**src/rtl/txf_pkg.sv**
```systemverilog
package txf_pkg;

   typedef enum logic {
      ST_WAIT = 1'b0,
      ST_SEND = 1'b1
   } txf_state_e;

   // Byte count selected by a 2-bit threshold code (watermark and start point)
   function automatic int unsigned thr_bytes(input logic [1:0] code);
      case (code)
         2'b00:   return 16;
         2'b01:   return 64;
         2'b10:   return 128;
         default: return 256;
      endcase
   endfunction

endpackage

```
**src/rtl/txf_refill.sv**
```systemverilog
module txf_refill #(
   parameter int DEPTH   = 512,
   parameter int LVL_W   = $clog2(DEPTH + 1),
   parameter bit REG_OUT = 1'b1
) (
   input  logic             clk,
   input  logic             rst_n,
   input  logic [LVL_W-1:0] fifo_level,
   input  logic [1:0]       cfg_wmark,
   output logic             bus_req
);

   logic [LVL_W-1:0] free_w;
   logic [LVL_W-1:0] thr_w;
   logic             want;

   assign free_w = LVL_W'(DEPTH) - fifo_level;
   assign thr_w  = LVL_W'(txf_pkg::thr_bytes(cfg_wmark));
   assign want   = (free_w >= thr_w);

   generate
      if (REG_OUT) begin : g_reg
         always_ff @(posedge clk) begin
            if (!rst_n) bus_req <= 1'b0;
            else        bus_req <= want;
         end
      end else begin : g_comb
         assign bus_req = want && rst_n;
      end
   endgenerate

endmodule

```
**src/rtl/txf_start.sv**
```systemverilog
module txf_start #(
   parameter int CNT_W = 16
) (
   input  logic             clk,
   input  logic             rst_n,
   input  logic [CNT_W-1:0] frame_bytes,
   input  logic             frame_loaded,
   input  logic             backoff_busy,
   input  logic             coll_retry,
   input  logic             end_evt,
   input  logic [1:0]       cfg_start,
   input  logic             retain,
   output logic             tx_start,
   output logic             rewind,
   output logic             sending
);
   import txf_pkg::*;

   txf_state_e       st;
   logic             pend;
   logic [CNT_W-1:0] thr_w;
   logic             start_ok;

   assign thr_w = CNT_W'(thr_bytes(cfg_start));

   always_comb begin
      if (pend) start_ok = frame_loaded;
      else      start_ok = frame_loaded || (frame_bytes >= thr_w);
   end

   always_ff @(posedge clk) begin
      if (!rst_n) begin
         st       <= ST_WAIT;
         pend     <= 1'b0;
         tx_start <= 1'b0;
         rewind   <= 1'b0;
      end else begin
         tx_start <= 1'b0;
         rewind   <= 1'b0;
         if (end_evt) begin
            st   <= ST_WAIT;
            pend <= 1'b0;
         end else begin
            case (st)
               ST_WAIT: begin
                  if (start_ok && !backoff_busy) begin
                     tx_start <= 1'b1;
                     st       <= ST_SEND;
                     pend     <= 1'b0;
                  end
               end
               default: begin
                  if (coll_retry) begin
                     rewind <= 1'b1;
                     st     <= ST_WAIT;
                     pend   <= retain;
                  end
               end
            endcase
         end
      end
   end

   assign sending = (st == ST_SEND);


   start_pulse_chk: assert property (@(posedge clk) disable iff (!rst_n)
      tx_start |=> !tx_start);

   backoff_block_chk: assert property (@(posedge clk) disable iff (!rst_n)
      tx_start |-> $past(!backoff_busy));

   rewind_pulse_chk: assert property (@(posedge clk) disable iff (!rst_n)
      rewind |=> !rewind);

   loaded_start_chk: assert property (@(posedge clk) disable iff (!rst_n)
      (st == ST_WAIT && !pend && frame_loaded && !backoff_busy && !end_evt) |=> tx_start);

endmodule

```
**src/rtl/txf_release.sv**
```systemverilog
module txf_release #(
   parameter int CNT_W       = 16,
   parameter int PTR_W       = 9,
   parameter int COMMIT_BYTES = 64
) (
   input  logic             clk,
   input  logic             rst_n,
   input  logic             sending,
   input  logic             retain,
   input  logic [CNT_W-1:0] tx_bytes,
   input  logic [PTR_W-1:0] rd_ptr,
   input  logic [PTR_W-1:0] frame_end,
   input  logic             end_evt,
   output logic [PTR_W-1:0] release_ptr
);

   localparam logic [CNT_W-1:0] COMMIT_W = CNT_W'(COMMIT_BYTES);

   logic committed;

   assign committed = sending && !retain && (tx_bytes >= COMMIT_W);

   always_ff @(posedge clk) begin
      if (!rst_n)         release_ptr <= '0;
      else if (end_evt)   release_ptr <= frame_end;
      else if (committed) release_ptr <= rd_ptr;
   end


   early_hold_chk: assert property (@(posedge clk) disable iff (!rst_n)
      (sending && !retain && tx_bytes < COMMIT_W && !end_evt) |=> $stable(release_ptr));

   retain_hold_chk: assert property (@(posedge clk) disable iff (!rst_n)
      (sending && retain && !end_evt) |=> $stable(release_ptr));

   end_load_chk: assert property (@(posedge clk) disable iff (!rst_n)
      end_evt |=> (release_ptr == $past(frame_end)));

endmodule

```
**src/rtl/txf_gate.sv**
```systemverilog
module txf_gate #(
   parameter int DEPTH        = 512,
   parameter int CNT_W        = 16,
   parameter int COMMIT_BYTES = 64,
   parameter bit REG_REQ      = 1'b1,
   localparam int LVL_W       = $clog2(DEPTH + 1),
   localparam int PTR_W       = $clog2(DEPTH)
) (
   input  logic             clk,
   input  logic             rst_n,
   input  logic [LVL_W-1:0] fifo_level,
   input  logic [CNT_W-1:0] frame_bytes,
   input  logic             frame_loaded,
   input  logic [CNT_W-1:0] tx_bytes,
   input  logic [PTR_W-1:0] rd_ptr,
   input  logic [PTR_W-1:0] frame_end,
   input  logic             backoff_busy,
   input  logic             coll_retry,
   input  logic             tx_done,
   input  logic             tx_drop,
   input  logic [1:0]       cfg_wmark,
   input  logic [1:0]       cfg_start,
   input  logic             cfg_rex_retry,
   input  logic             cfg_rex_uflo,
   output logic             bus_req,
   output logic             tx_start,
   output logic             rewind,
   output logic [PTR_W-1:0] release_ptr
);

   if (DEPTH < 256) begin : g_depth_bad
      $error("txf_gate: DEPTH must hold the largest threshold (256)");
   end
   if (CNT_W < 9) begin : g_cnt_bad
      $error("txf_gate: CNT_W too narrow for the thresholds");
   end
   if (COMMIT_BYTES < 1 || COMMIT_BYTES >= (1 << CNT_W)) begin : g_commit_bad
      $error("txf_gate: COMMIT_BYTES out of range");
   end

   logic retain;
   logic end_evt;
   logic sending;

   assign retain  = cfg_rex_retry | cfg_rex_uflo;
   assign end_evt = tx_done | tx_drop;

   txf_refill #(.DEPTH(DEPTH), .LVL_W(LVL_W), .REG_OUT(REG_REQ)) u_refill (
      .clk(clk), .rst_n(rst_n), .fifo_level(fifo_level),
      .cfg_wmark(cfg_wmark), .bus_req(bus_req)
   );

   txf_start #(.CNT_W(CNT_W)) u_start (
      .clk(clk), .rst_n(rst_n), .frame_bytes(frame_bytes),
      .frame_loaded(frame_loaded), .backoff_busy(backoff_busy),
      .coll_retry(coll_retry), .end_evt(end_evt), .cfg_start(cfg_start),
      .retain(retain), .tx_start(tx_start), .rewind(rewind), .sending(sending)
   );

   txf_release #(.CNT_W(CNT_W), .PTR_W(PTR_W), .COMMIT_BYTES(COMMIT_BYTES)) u_release (
      .clk(clk), .rst_n(rst_n), .sending(sending), .retain(retain),
      .tx_bytes(tx_bytes), .rd_ptr(rd_ptr), .frame_end(frame_end),
      .end_evt(end_evt), .release_ptr(release_ptr)
   );

endmodule

```
**config.mk**
```make
export PLATFORM = sky130hd
export DESIGN_NAME = txf_gate
export DESIGN_NICKNAME = d
export VERILOG_FILES = /design/src/rtl/txf_pkg.sv /design/src/rtl/txf_refill.sv /design/src/rtl/txf_start.sv /design/src/rtl/txf_release.sv /design/src/rtl/txf_gate.sv
export SDC_FILE = /design/constraint.sdc
export NUM_CORES = 1
export LEC_CHECK = 0
export ABC_AREA = 1
export BUFFER_PORTS_ARGS = -buffer_cell sky130_fd_sc_hd__buf_2
export CAP_MARGIN = 10
export CORE_MARGIN = 1.5
export CORE_UTILIZATION = 30
export CTS_CLUSTER_SIZE = 8
export DETAILED_ROUTE_END_ITERATION = 16
export PLACE_DENSITY_LB_ADDON = 0.05
export SYNTH_ARGS = -nofsm -noshare
export SYNTH_HDL_FRONTEND = slang
export SYNTH_HIERARCHICAL = 1
export SYNTH_SLANG_ARGS = --single-unit
```
**constraint.sdc**
```tcl
create_clock -name clk -period 1.83 [get_ports clk]
set_input_delay 0.366 -clock clk [delete_from_list [all_inputs] [get_ports clk]]
set_output_delay 0.366 -clock clk [all_outputs]
set_load 0.02 [all_outputs]
```
==> results.json <==
{
  "antenna_cells": 0,
  "setup.worst_path.class": "input pin to flip-flop",
  "syn_inst": 211,
  "insertion_delay_ns": 0.25,
  "worst_slack_ns": 0.2271,
  "cts_tree": "built",
  "design_area_mm2": 0.001717,
  "min_path_type": "input pin to flip-flop",
  "setup_tns_ns": 0,
  "start_util_pct": 32.32,
  "antenna_found_initial": 0,
  "cp_top_family": "simple AND/OR/NAND/NOR gates",
  "worstSetupEndpointType": "flip-flop",
  "portBuffers": 78,
  "track_usage_pct": 13.33,
  "postCtsSetupRepairBufs": 0,
  "switching_share_pct": 30.01,
  "syn2layout_area_growth_pct": 40.86,
  "gp_congestion": 0.6926,
  "grt_overflow": 0,
  "clockBufferDepth": 2,
  "wl_per_cell_um": 8.220,
  "grt_pass1_vias": 1149,
  "hold_ws_ns": 0.3839,
  "cp_slowest_stage_delay_ns": 0.26,
  "comb_power_share_pct": 31.6,
  "dr.first_iter.drc_count": 33,
  "core_area_mm2": 0.003771,
  "cts_max_level": 1,
  "ios": 85,
  "dieWidth_um": 66.74,
  "status": "completed",
  "sequentialPowerShare_pct": 38.8,
  "cts_resized": 0,
  "syn-cell-area_mm2": 0.001219,
  "clockRootBuffer": "clkbuf_8",
  "internal_power_mw": 0.5989,
  "drc": 0,
  "fmax_mhz": 623.9,
  "cp_num_buf_inv": 3,
  "max_slew_margin_pct": 69.61,
  "p_leak_nw": 1.044,
  "ys_seq_elements": 14,
  "drive_gt1_share_pct": 34.47,
  "dp_hpwl_um": 2274,
  "cp_max_fo": 3,
  "cts_sinks": 14,
  "vias_per_cell": 4.138,
  "fin_util_pct": 45.52,
  "fin_skew_ns": 0.004739,
  "multi_input_area_um2": 772.0,
  "dr.pass1.iters": 4,
  "grt_max_degree": 28,
  "period_share_pct": 87.59,
  "yosysWarnings": 6,
  "num-nets-final": 376,
  "wirelength_um": 2803,
  "dpl-instance-area_mm2": 0.001675,
  "cts_hold_buf": 0,
  "drv_slew": 0,
  "peakVddDrop_uv": 343.7,
  "p_per_area_mw_per_mm2": 498.5,
  "ff_latch_area_um2": 280.3,
  "nFillCells": 454,
  "start_kind": "input pin",
  "cts.clk_slew.worst_paths_ns": 0.05,
  "cpMostUsedCell": "nand2_1",
  "finalSetupViolCount": 0,
  "ant_nets": 0,
  "required_ns": 1.97,
  "clkPwrFrac_pct": 29.6,
  "path_cells": "buf_2 > nor2_2 > nand3_2 > inv_2 > nand2_2 > o21a_1 > a21oi_1 > ha_1 > and3_1 > nand2_1 > nand3_1 > nand2_1 > inv_1",
  "grt_pass1_wl_um": 4588,
  "dieArea_mm2": 0.004454,
  "rsz0062_at_grt": "no",
  "crit_arrival_ns": 1.75,
  "die_h_um": 66.74,
  "synth_nets": 292,
  "vias": 1411,
  "min_period_ns": 1.603,
  "synth.distinct_cells": 24,
  "tightest_slew_ns": 0.4546,
  "synth-seq-area-share_pct": 23.00,
  "crit_slowest_cell": "ha_1",
  "numCtsBuffers": 3,
  "num_rows": 22,
  "avgSynthCellArea_um2": 5.776,
  "cap_viol_max_count": 0,
  "pre_cts_ws_ns": -0.03732,
  "power_switching_mw": 0.2568,
  "hold_viol": 0
}
-- kinds of logic after synthesis --
logic type / synth area share [%]
buffers and inverters: 13.65
XOR/XNOR: 0.7188
AND/OR/NAND/NOR: 46.41
flip-flops: 23.00
adder cells (fa/ha/maj): 8.214
AO/OA/AOI/OAI: 8.009
-- sequential cells by signal, summed over array words and instances (netlist names) --
| register | flops |
|---|---|
| u_start/rewind | 1 |
| u_start/pend | 1 |
| u_refill/bus_req | 1 |
| u_release/release_ptr | 9 |
| u_start/tx_start | 1 |
| u_start/sending | 1 |
-- layer usage --
metal / track usage, % / vias to the layer above / part of all wire (%)
met2: 22.63 / 42 / 45
met5: 0 / - / 0
met3: 4.899 / 2 / 8.1
met1: 15.93 / 563 / 46
met4: 3.061 / 0 / 0.64
li1: - / 804 / -
-- worst paths after layout --
check | from | to | slack [ns] | cells past startpoint
worst max-delay path | fifo_level[3] | u_refill/bus_req$_SDFF_PN0_ | 0.23 | 13
worst min-delay path | coll_retry | u_start/rewind$_SDFF_PP0_ | 0.38 | 3
worst max register to register | u_start/sending$_SDFF_PP0_ | u_release/release_ptr[0]$_SDFFE_PN0P_ | 0.74 | 4
worst min register to register | u_start/sending$_SDFF_PP0_ | u_start/rewind$_SDFF_PP0_ | 0.51 | 2
-- per-stage QoR --
stage,std cells,total power [mW]
after floorplan,211,0.4949
after global placement,338,0.6115
after detailed placement,338,0.6136
after CTS,341,0.8744
after global routing,341,0.9220
final,341,0.8557
-- synth_stat cells --
master	count	area, um^2
nor2_2	4	25.02
buf_6	2	22.52
nand2_1	74	277.8
xor2_1	1	8.760
a21oi_2	1	8.760
nand3_1	17	85.08
a21oi_1	11	55.05
nand3_2	1	10.01
dfxtp_1	14	280.3
o21a_1	1	7.510
and2_1	1	6.260
inv_1	31	116.4
buf_2	1	5.000
o21bai_4	1	18.77
nor2_1	29	108.9
nand2_2	2	12.51
ha_1	8	100.1
or2_2	2	12.51
a21o_1	1	7.510
buf_4	1	7.510
buf_1	1	3.750
nand3b_1	2	15.01
and3_1	2	12.51
inv_2	3	11.26
-- area by class of cell --
class	instances	area share, %
timing repair buffer	84	25.36
multi-input combinational	158	44.97
clock buffer	3	2.405
tap	48	3.499
inverter	34	7.434
sequential	14	16.33
-- cell usage in the layout, fill, tap and decap left out, types with 3 or more instances in the layout --
master and count:
clkbuf_8 3, dfxtp_1 14, nor2_1 29, ha_1 8
a21oi_1 11, inv_1 31, buf_2 78, inv_2 3
nor2_2 4, buf_4 6, nand3_1 17, nand2_1 74
-- worst reg2reg max path, cell delays in order (launching register included) --
cell and delay [ns]:
dfxtp_1 0.38, nand2_1 0.07, o21bai_4 0.27, a21oi_1 0.20, nor2_1 0.06
-- power by group through the flow --
stage / Combinational, mW / Clock [mW] / Sequential, mW
floorplan: 0.132 / 0 / 0.363
global placement: 0.273 / 0 / 0.339
detailed placement: 0.274 / 0 / 0.339
CTS: 0.276 / 0.266 / 0.332
global route: 0.313 / 0.274 / 0.334
finish: 0.270 / 0.253 / 0.332
(Power assumes the default switching activity.)
